$ cat src/rtl/rob_pkg.sv
package rob_pkg;

  typedef enum logic [1:0] {
    HEAD_IDLE    = 2'd0,
    HEAD_RETIRE  = 2'd1,
    HEAD_RECOVER = 2'd2
  } head_action_e;

  // Decide what the oldest slot does this cycle.
  function automatic head_action_e head_decide(input logic vld, input logic fin, input logic exc);
    if (vld && fin) return exc ? HEAD_RECOVER : HEAD_RETIRE;
    return HEAD_IDLE;
  endfunction

  // Pointers carry one wrap bit above iw index bits.
  function automatic logic ptrs_full(input logic [31:0] h, input logic [31:0] t, input int unsigned iw);
    logic [31:0] lo_mask;
    lo_mask = (32'd1 << iw) - 32'd1;
    return (((h ^ t) & lo_mask) == 32'd0) && (h[iw] != t[iw]);
  endfunction

  function automatic logic [31:0] ptrs_count(input logic [31:0] h, input logic [31:0] t, input int unsigned iw);
    return (t - h) & ((32'd1 << (iw + 1)) - 32'd1);
  endfunction

endpackage

$ cat src/rtl/rob_ptr_ctl.sv
module rob_ptr_ctl #(
  parameter int DEPTH = 16,
  localparam int IDX_W = $clog2(DEPTH)
) (
  input  logic             clk,
  input  logic             rst_n,
  input  logic             alloc_fire,
  input  logic             retire_fire,
  input  logic             flush,
  output logic [IDX_W-1:0] head_idx,
  output logic [IDX_W-1:0] tail_idx,
  output logic             full,
  output logic             empty
);
  import rob_pkg::*;

  logic [IDX_W:0] head_q, tail_q;
  logic [31:0]    occupancy;

  always_ff @(posedge clk or negedge rst_n) begin
    if (!rst_n) begin
      head_q <= '0;
      tail_q <= '0;
    end else if (flush) begin
      head_q <= '0;
      tail_q <= '0;
    end else begin
      if (alloc_fire)  tail_q <= tail_q + 1'b1;
      if (retire_fire) head_q <= head_q + 1'b1;
    end
  end

  assign head_idx  = head_q[IDX_W-1:0];
  assign tail_idx  = tail_q[IDX_W-1:0];
  assign full      = ptrs_full(32'(head_q), 32'(tail_q), IDX_W);
  assign empty     = (head_q == tail_q);
  assign occupancy = ptrs_count(32'(head_q), 32'(tail_q), IDX_W);

  a_r3_occupancy_bound: assert property (@(posedge clk) disable iff (!rst_n)
    occupancy <= 32'(DEPTH));

  a_r9_flush_empties: assert property (@(posedge clk) disable iff (!rst_n)
    flush |=> empty);

  a_r6_retire_nonempty: assert property (@(posedge clk) disable iff (!rst_n)
    retire_fire |-> !empty);

endmodule

$ cat src/rtl/rob_entry_array.sv
module rob_entry_array #(
  parameter int DEPTH  = 16,
  parameter int RA_W   = 3,
  parameter int DATA_W = 16,
  localparam int IDX_W = $clog2(DEPTH)
) (
  input  logic              clk,
  input  logic              rst_n,
  input  logic              flush,
  input  logic              alloc_fire,
  input  logic [IDX_W-1:0]  alloc_idx,
  input  logic [RA_W-1:0]   alloc_dst,
  input  logic              cmp_fire,
  input  logic [IDX_W-1:0]  cmp_idx,
  input  logic [DATA_W-1:0] cmp_data,
  input  logic              cmp_exc,
  input  logic              retire_fire,
  input  logic [IDX_W-1:0]  head_idx,
  output logic              cmp_hit,
  output logic [RA_W-1:0]   cmp_dst,
  output logic              head_valid,
  output logic              head_done,
  output logic              head_exc,
  output logic [RA_W-1:0]   head_dst,
  output logic [DATA_W-1:0] head_data
);

  logic [DEPTH-1:0]  valid_q, done_q, exc_q;
  logic [RA_W-1:0]   dst_q  [DEPTH];
  logic [DATA_W-1:0] data_q [DEPTH];

  always_ff @(posedge clk or negedge rst_n) begin
    if (!rst_n) begin
      valid_q <= '0;
      done_q  <= '0;
      exc_q   <= '0;
      for (int e = 0; e < DEPTH; e++) begin
        dst_q[e]  <= '0;
        data_q[e] <= '0;
      end
    end else if (flush) begin
      valid_q <= '0;
      done_q  <= '0;
      exc_q   <= '0;
    end else begin
      for (int e = 0; e < DEPTH; e++) begin
        if (alloc_fire && alloc_idx == IDX_W'(e)) begin
          valid_q[e] <= 1'b1;
          done_q[e]  <= 1'b0;
          exc_q[e]   <= 1'b0;
          dst_q[e]   <= alloc_dst;
        end else if (cmp_fire && cmp_idx == IDX_W'(e)) begin
          done_q[e]  <= 1'b1;
          exc_q[e]   <= cmp_exc;
          data_q[e]  <= cmp_data;
        end
        if (retire_fire && head_idx == IDX_W'(e)) begin
          valid_q[e] <= 1'b0;
          done_q[e]  <= 1'b0;
        end
      end
    end
  end

  assign cmp_hit    = valid_q[cmp_idx];
  assign cmp_dst    = dst_q[cmp_idx];
  assign head_valid = valid_q[head_idx];
  assign head_done  = done_q[head_idx];
  assign head_exc   = exc_q[head_idx];
  assign head_dst   = dst_q[head_idx];
  assign head_data  = data_q[head_idx];

  a_r2_alloc_free_slot: assert property (@(posedge clk) disable iff (!rst_n)
    alloc_fire |-> !valid_q[alloc_idx]);

  a_r6_retired_slot_freed: assert property (@(posedge clk) disable iff (!rst_n)
    retire_fire |=> !valid_q[$past(head_idx)]);

  a_r5_only_live_completes: assert property (@(posedge clk) disable iff (!rst_n)
    cmp_fire |-> valid_q[cmp_idx]);

endmodule

$ cat src/rtl/rob_regfile.sv
module rob_regfile #(
  parameter int NREG   = 8,
  parameter int DATA_W = 16,
  localparam int RA_W  = $clog2(NREG)
) (
  input  logic                   clk,
  input  logic                   rst_n,
  input  logic                   wr_en,
  input  logic [RA_W-1:0]        wr_addr,
  input  logic [DATA_W-1:0]      wr_data,
  input  logic                   restore,
  input  logic [NREG*DATA_W-1:0] restore_img,
  input  logic [RA_W-1:0]        rd_addr,
  output logic [DATA_W-1:0]      rd_data,
  output logic [NREG*DATA_W-1:0] img
);

  logic [DATA_W-1:0] regs_q [NREG];

  // Restore has priority over a same-cycle write.
  always_ff @(posedge clk or negedge rst_n) begin
    if (!rst_n) begin
      for (int r = 0; r < NREG; r++) regs_q[r] <= '0;
    end else if (restore) begin
      for (int r = 0; r < NREG; r++) regs_q[r] <= restore_img[r*DATA_W +: DATA_W];
    end else if (wr_en) begin
      regs_q[wr_addr] <= wr_data;
    end
  end

  assign rd_data = regs_q[rd_addr];

  for (genvar g = 0; g < NREG; g++) begin : g_img
    assign img[g*DATA_W +: DATA_W] = regs_q[g];
  end

endmodule

$ cat src/rtl/rob_precise.sv
module rob_precise #(
  parameter int DEPTH  = 16,
  parameter int NREG   = 8,
  parameter int DATA_W = 16,
  localparam int IDX_W = $clog2(DEPTH),
  localparam int RA_W  = $clog2(NREG)
) (
  input  logic              clk,
  input  logic              rst_n,
  input  logic              alloc_req,
  input  logic [RA_W-1:0]   alloc_dst,
  output logic              alloc_ok,
  output logic [IDX_W-1:0]  alloc_idx,
  input  logic              cmp_valid,
  input  logic [IDX_W-1:0]  cmp_idx,
  input  logic [DATA_W-1:0] cmp_data,
  input  logic              cmp_exc,
  output logic              retire_valid,
  output logic [IDX_W-1:0]  retire_idx,
  output logic [RA_W-1:0]   retire_dst,
  output logic [DATA_W-1:0] retire_data,
  output logic              exc_taken,
  input  logic [RA_W-1:0]   fe_rd_addr,
  output logic [DATA_W-1:0] fe_rd_data,
  input  logic [RA_W-1:0]   arch_rd_addr,
  output logic [DATA_W-1:0] arch_rd_data
);
  import rob_pkg::*;

  // Named internal events
  logic              alloc_fire, cmp_fire, retire_fire, flush;
  logic              full, empty, cmp_hit;
  logic [IDX_W-1:0]  head_idx, tail_idx;
  logic [RA_W-1:0]   cmp_dst, head_dst;
  logic              head_valid, head_done, head_exc;
  logic [DATA_W-1:0] head_data;
  logic [NREG*DATA_W-1:0] fe_img, arch_img;
  head_action_e      head_act;

  assign head_act    = head_decide(head_valid, head_done, head_exc);
  assign retire_fire = (head_act == HEAD_RETIRE);
  assign flush       = (head_act == HEAD_RECOVER);
  assign alloc_ok    = !full && !flush;
  assign alloc_fire  = alloc_req && alloc_ok;
  assign cmp_fire    = cmp_valid && cmp_hit && !flush;

  rob_ptr_ctl #(.DEPTH(DEPTH)) u_ptr (
    .clk(clk), .rst_n(rst_n),
    .alloc_fire(alloc_fire), .retire_fire(retire_fire), .flush(flush),
    .head_idx(head_idx), .tail_idx(tail_idx), .full(full), .empty(empty)
  );

  rob_entry_array #(.DEPTH(DEPTH), .RA_W(RA_W), .DATA_W(DATA_W)) u_ent (
    .clk(clk), .rst_n(rst_n), .flush(flush),
    .alloc_fire(alloc_fire), .alloc_idx(tail_idx), .alloc_dst(alloc_dst),
    .cmp_fire(cmp_fire), .cmp_idx(cmp_idx), .cmp_data(cmp_data), .cmp_exc(cmp_exc),
    .retire_fire(retire_fire), .head_idx(head_idx),
    .cmp_hit(cmp_hit), .cmp_dst(cmp_dst),
    .head_valid(head_valid), .head_done(head_done), .head_exc(head_exc),
    .head_dst(head_dst), .head_data(head_data)
  );

  rob_regfile #(.NREG(NREG), .DATA_W(DATA_W)) u_fe_rf (
    .clk(clk), .rst_n(rst_n),
    .wr_en(cmp_fire), .wr_addr(cmp_dst), .wr_data(cmp_data),
    .restore(flush), .restore_img(arch_img),
    .rd_addr(fe_rd_addr), .rd_data(fe_rd_data), .img(fe_img)
  );

  rob_regfile #(.NREG(NREG), .DATA_W(DATA_W)) u_arch_rf (
    .clk(clk), .rst_n(rst_n),
    .wr_en(retire_fire), .wr_addr(head_dst), .wr_data(head_data),
    .restore(1'b0), .restore_img(fe_img),
    .rd_addr(arch_rd_addr), .rd_data(arch_rd_data), .img(arch_img)
  );

  assign alloc_idx    = tail_idx;
  assign retire_valid = retire_fire;
  assign retire_idx   = head_idx;
  assign retire_dst   = head_dst;
  assign retire_data  = head_data;
  assign exc_taken    = flush;

  a_r7_arch_only_on_retire: assert property (@(posedge clk) disable iff (!rst_n)
    !retire_fire |=> $stable(arch_img));

  a_r9_frontend_restored: assert property (@(posedge clk) disable iff (!rst_n)
    flush |=> (fe_img == $past(arch_img)));

  a_r8_exc_single_cycle: assert property (@(posedge clk) disable iff (!rst_n)
    exc_taken |=> !exc_taken);

  a_r9_empty_after_exc: assert property (@(posedge clk) disable iff (!rst_n)
    exc_taken |=> (empty && alloc_idx == '0));

endmodule

$ cat config.mk
export PLATFORM = sky130hd
export DESIGN_NAME = rob_precise
export DESIGN_NICKNAME = d
export VERILOG_FILES = /design/src/rtl/rob_pkg.sv /design/src/rtl/rob_ptr_ctl.sv /design/src/rtl/rob_entry_array.sv /design/src/rtl/rob_regfile.sv /design/src/rtl/rob_precise.sv
export SDC_FILE = /design/constraint.sdc
export NUM_CORES = 1
export LEC_CHECK = 0
export BUFFER_PORTS_ARGS = -buffer_cell sky130_fd_sc_hd__buf_2
export CAP_MARGIN = 10
export CORE_UTILIZATION = 37
export CTS_BUF_LIST = sky130_fd_sc_hd__clkbuf_2
export CTS_CLUSTER_DIAMETER = 50
export DETAILED_ROUTE_END_ITERATION = 8
export HOLD_SLACK_MARGIN = 0.15
export PLACE_DENSITY_LB_ADDON = 0.08
export SLEW_MARGIN = 5
export SYNTH_ARGS = -nofsm -noshare
export SYNTH_HDL_FRONTEND = slang
export SYNTH_HIERARCHICAL = 1
export SYNTH_SLANG_ARGS = --single-unit
export TNS_END_PERCENT = 30
$ cat constraint.sdc
create_clock -name clk -period 5.15 [get_ports clk]
set_clock_uncertainty 0.15 [all_clocks]
set_input_delay 0.7725 -clock clk [delete_from_list [all_inputs] [get_ports clk]]
set_output_delay 0.7725 -clock clk [all_outputs]
set_load 0.005 [all_outputs]
# Word-level counts from Yosys, hierarchy flattened
# Cells that the tools add are included.
# Widths: inputs -> output; s select.
# op_classes
n_addsub,2
n_lt_le_gt_ge,10
eq_ne,48
n_mux,154
bitwise_logic,24
reduce_logical,145
# op_table
cell,n
$bwmux 128,2
$mux 128,2
$mux 16,11
$mux 1,117
$bmux 16 s3,2
$demux 16 s3,2
$eq 4x4->1 const B,24
$reduce_bool 3->1,32
$bmux 16 s4,1
$reduce_bool 4->1,16
$logic_and 1x1->1,56
$eq 4x3->1 const B,12
$reduce_and 3->1,16
$logic_not 32->1,1
$reduce_and 2->1,16
$bmux 3 s4,2
$eq 4x2->1 const B,6
$mux 5,4
$not 1->1,17
$bmux 1 s4,4
$ge 4x4->1 const B,4
$not 3->4,4
$eq 4x1->1 const B,3
$logic_not 4->1,3
other kinds (13),26
# word_totals
regBits,618
inputBits,34

# Longest topological paths before layout
# logic_depth
depth_word,13
mapped_depth,14
depth_no_buf,8

# Modules after synthesis
# Netlist, hierarchy kept.
# modules_own_cells
module,n_inst,cells_each,area_each_um2
rob_entry_array,1,1164,17133.9
rob_regfile,2,636,7083.0
rob_ptr_ctl,1,55,559.3
rob_precise,1,8,46.3

# Least setup slack after synthesis
# Ideal clock, no wire load.
# synth_timing
kind,reg-to-reg
start,register u_ptr.head_q[0]
end,register u_ent/data_q[198] in the netlist's numbering
setup_ns,0.125
t_arrival_ns,4.238
setup_slack_ns,0.637
path_stages_with_launch,15
n_path_buf,6
cell_sequence,dfrtp_1 buf_4 clkbuf_1 buf_2 mux4_2 a22oi_1 nand2_1 and3_4 nor2_1 buf_4 or3b_1 buf_6 a2111oi_4 buf_6 mux2_2
# synth_via
elab_cells_between_ends,25
# synth_rtl
item,line_no,text
from (decl),rob_ptr_ctl.sv:17,"logic [IDX_W:0] head_q, tail_q;"
from (signal assigned),rob_ptr_ctl.sv:29,if (retire_fire) head_q <= head_q + 1'b1;
$bmux 1 s4,rob_entry_array.sv:69,assign head_exc = exc_q[head_idx];
$mux 1 (not written as such),rob_entry_array.sv:69,
via head_exc,rob_precise.sv:35,"logic head_valid, head_done, head_exc;"
$mux 2 (2 in a row),rob_pkg.sv:11,if (vld && fin) return exc ? HEAD_RECOVER : HEAD_RETIRE;
$mux 2,rob_pkg.sv:12,return HEAD_IDLE;
$eq 2x2->1,rob_precise.sv:42,assign flush = (head_act == HEAD_RECOVER);
via exc_taken,rob_precise.sv:22,"output logic exc_taken,"
$logic_not 1->1,rob_precise.sv:45,assign cmp_fire = cmp_valid && cmp_hit && !flush;
$logic_and 1x1->1,rob_precise.sv:45,
via cmp_fire,rob_precise.sv:31,"logic alloc_fire, cmp_fire, retire_fire, flush;"
$logic_and 1x1->1,rob_entry_array.sv:52,end else if (cmp_fire && cmp_idx == IDX_W'(e)) begin
$reduce_and 3->1 (no source line),n/a,
"to (signal, indexed assignment)",rob_entry_array.sv:55,data_q[e] <= cmp_data;
to (decl),rob_entry_array.sv:30,logic [DATA_W-1:0] data_q [DEPTH];
# The timed path passes the listed nets, and every way through them passes these cells. The select of a mux whose other input is x is not followed.
# A chain may end at the register's enable or synchronous reset.

# Worst setup path after layout
# layout_timing
start,register u_ptr.head_q[1]
end,output retire_data[8]
# layout_via
elab_chain_len,4
# layout_lines
item,line_no,text
$not 4->5 (not written as such),rob_entry_array.sv:71,assign head_data = data_q[head_idx];
$bmux 16 s4,rob_entry_array.sv:71,
$mux 16 (not written as such) (2 in a row),rob_entry_array.sv:71,
to (decl),rob_precise.sv:21,"output logic [DATA_W-1:0] retire_data,"
# No other way between the ends. The select of a mux whose other input is x is not followed.

==> out/qor.txt <==
Initial Util: 37.4%
CTS Buf Count: 176
TritonCTS Sinks: 618
Crit Path Category: flip-flop to primary output
Antenna-violating nets left: 0
Register area: 15500 sq um
PnR worst setup slack: 0.203 ns
DP HPWL: 57800 um
Switching share of power: 38.8%
Design Area, Final: 35300 sq um
CTS tree: built
WL/cell: 25.5 um
Ports: 96
Worst Path Required: 4.23 ns
Worst-case clock buffer depth: 3
Dpl ws: 0.628 ns
Share of layout cells above drive strength 1: 34.1%
Total number of vias: 22065
Commonest non-fill, non-tap cell in the layout: dfrtp_1
Clock Latency Late Sink: 1.44 ns
Final std cells w/o fill: 3930
Initial antenna violation count: 3
Fillers: 8122
Remaining DRCs: 0
# setup viols final: 0
Critical-path maximum fanout: 46
Syn Std Cell Area: 31900 sq um
Htree depth: 4
Die width: 296 um
Startpoint Class: flip-flop
Status: completed
Clock share of power: 19.4%
Gpl congestion: 0.788
Total power: 19500 uW
Worst-Margin Slew: 1.20 ns
Util after Layout: 41.4%
Critical Path Max Stage Delay: 0.64 ns
Total iterations of the first detailed-routing run: 6
Vias in the first global route: 23487
Crit path time final: 4.95 ns
Slew Limit Headroom: 20.2%
Synth Instances: 2498
PortBufs: 95
# rows: 107
Cell internal pwr: 11900 uW
Grt ovf: 0
Placed instance area: 33100 sq um
Sw power: 7570 uW
Drt initial violations: 1664
Final hold vios: 0
CTS Root Cell: clkbuf_2
Min-delay worst type: flip-flop to flip-flop
Slowest cell on crit path: dfrtp_4
Achievable clock frequency: 202 MHz
DIE AREA: 87400 sq um
CTS clk-pin slew, worst paths: 0.12 ns
WL final: 100000 um
Power share of the sequential group: 42.2%
GRT Resource Usage Total: 23.4%
Synth Warn #: 6
Die Span Y: 296 um
Area grow syn2layout: 10.7%
Worst path cell trace: buf_8 -> mux4_2 -> a22oi_1 -> nand2_1 -> buf_2
VDD IR max: 0.000243 V
Top delay family on crit path: buffers and inverters
Vias per cell: 5.61
Placed Cells: 3558
Gate power share: 38.4%
Arrival @ worst endpoint: 4.02 ns
Nets: 2678
Core Area: 85300 sq um
First-pass GRT wire length: 151000 um
Period utilization: 96.1%
Crit path buffers/inverters: 2
# Max-Cap Violations: 0
Multi-input gate area: 15200 sq um
CP endpoint kind: primary output
Syn_area_per_cell: 12.8 sq um
Highest-count cells in the layout ignoring fill and taps: dfrtp_1, mux2_2, nand2_1
Largest net degree at the start of global routing: 227
Static Leakage: 0.0157 uW
PwrDens: 552 nW/um^2
Final max-slew violation count: 0
-- area by class of cell --
class	instances	area share, %
Clock inverter	46	0.811
Antenna cell	8	0.0567
Timing Repair Buffer	211	4.52
Sequential cell	618	43.8
Clock buffer	268	3.80
Tap cell	1144	4.05
Multi-Input combinational cell	1635	43.0
-- power by group through the flow --
stage	sequential (uW)	combinational [uW]	clock, uW
2_1_floorplan	7710	5360	0
3_3_place_gp	8220	7180	0
3_5_place_dp	8330	7350	0
4_1_cts	8210	7500	3960
5_1_grt	8490	8070	4240
6_report	8230	7490	3780
-- per-layer routing --
metal	GRT usage (%)	wire length, um	vias up
li1	-	-	9583
met1	31.7	45600	11624
met2	36.9	47000	645
met3	4.58	4900	213
met4	8.90	2870	0
met5	0	0	-
-- registers in the layout, indices dropped and copies added (netlist names) --
register,count
u_ptr/tail_q,5
u_ent/done_q,16
u_arch_rf/img,128
u_ptr/head_q,5
u_ent/exc_q,16
u_ent/valid_q,16
u_ent/data_q,256
u_fe_rf/img,128
u_ent/dst_q,48
-- repair_timing --
item / CTS / global route
pin swaps: 0 / 0
endpoints found under the hold margin: 1089 / 0
resized for setup: 17 / 2
endpoints found under the setup margin: 19 / 7
setup buffers: 3 / 0
hold buffers: 47 / 0
-- worst register-to-register path, cell delays in order (launching register included) --
cell and delay [ns]:
dfrtp_4 0.51, buf_4 0.25, mux4_2 0.55, a22oi_1 0.21, nand2_1 0.10, and3_4 0.24
nor2_1 0.39, and3_1 0.24, dlygate4sd3_1 0.74, nand3_1 0.12, dlygate4sd3_1 0.60, a21oi_1 0.14
dlygate4sd3_1 0.56
-- through the flow --
step / setup TNS, ns / hold slack, ns
after detailed placement: 0 / 0.340
after global placement: 0 / 0.318
final: 0 / 0.312
after global routing: -0.0281 / 0.253
after floorplan: 0 / 0.303
after CTS: 0 / 0.162
-- path summary, 6_finish.rpt --
path                                endpoint         startpoint  depth (start not counted)  slack [ns]
min reg2reg                  u_fe_rf/img[40]  u_arch_rf/img[40]                          2        0.31
max                           retire_data[8]    u_ptr/head_q[1]                          5        0.20
max in group asynchronous  u_arch_rf/img[29]              rst_n                          4        3.59
min                          u_fe_rf/img[40]  u_arch_rf/img[40]                          2        0.31
max reg2reg                  u_ent/exc_q[12]    u_ptr/head_q[0]                         12        0.30
min in group asynchronous  u_ent/data_q[113]              rst_n                          4        0.48
Note: power is estimated with default switching activity, not from simulation.
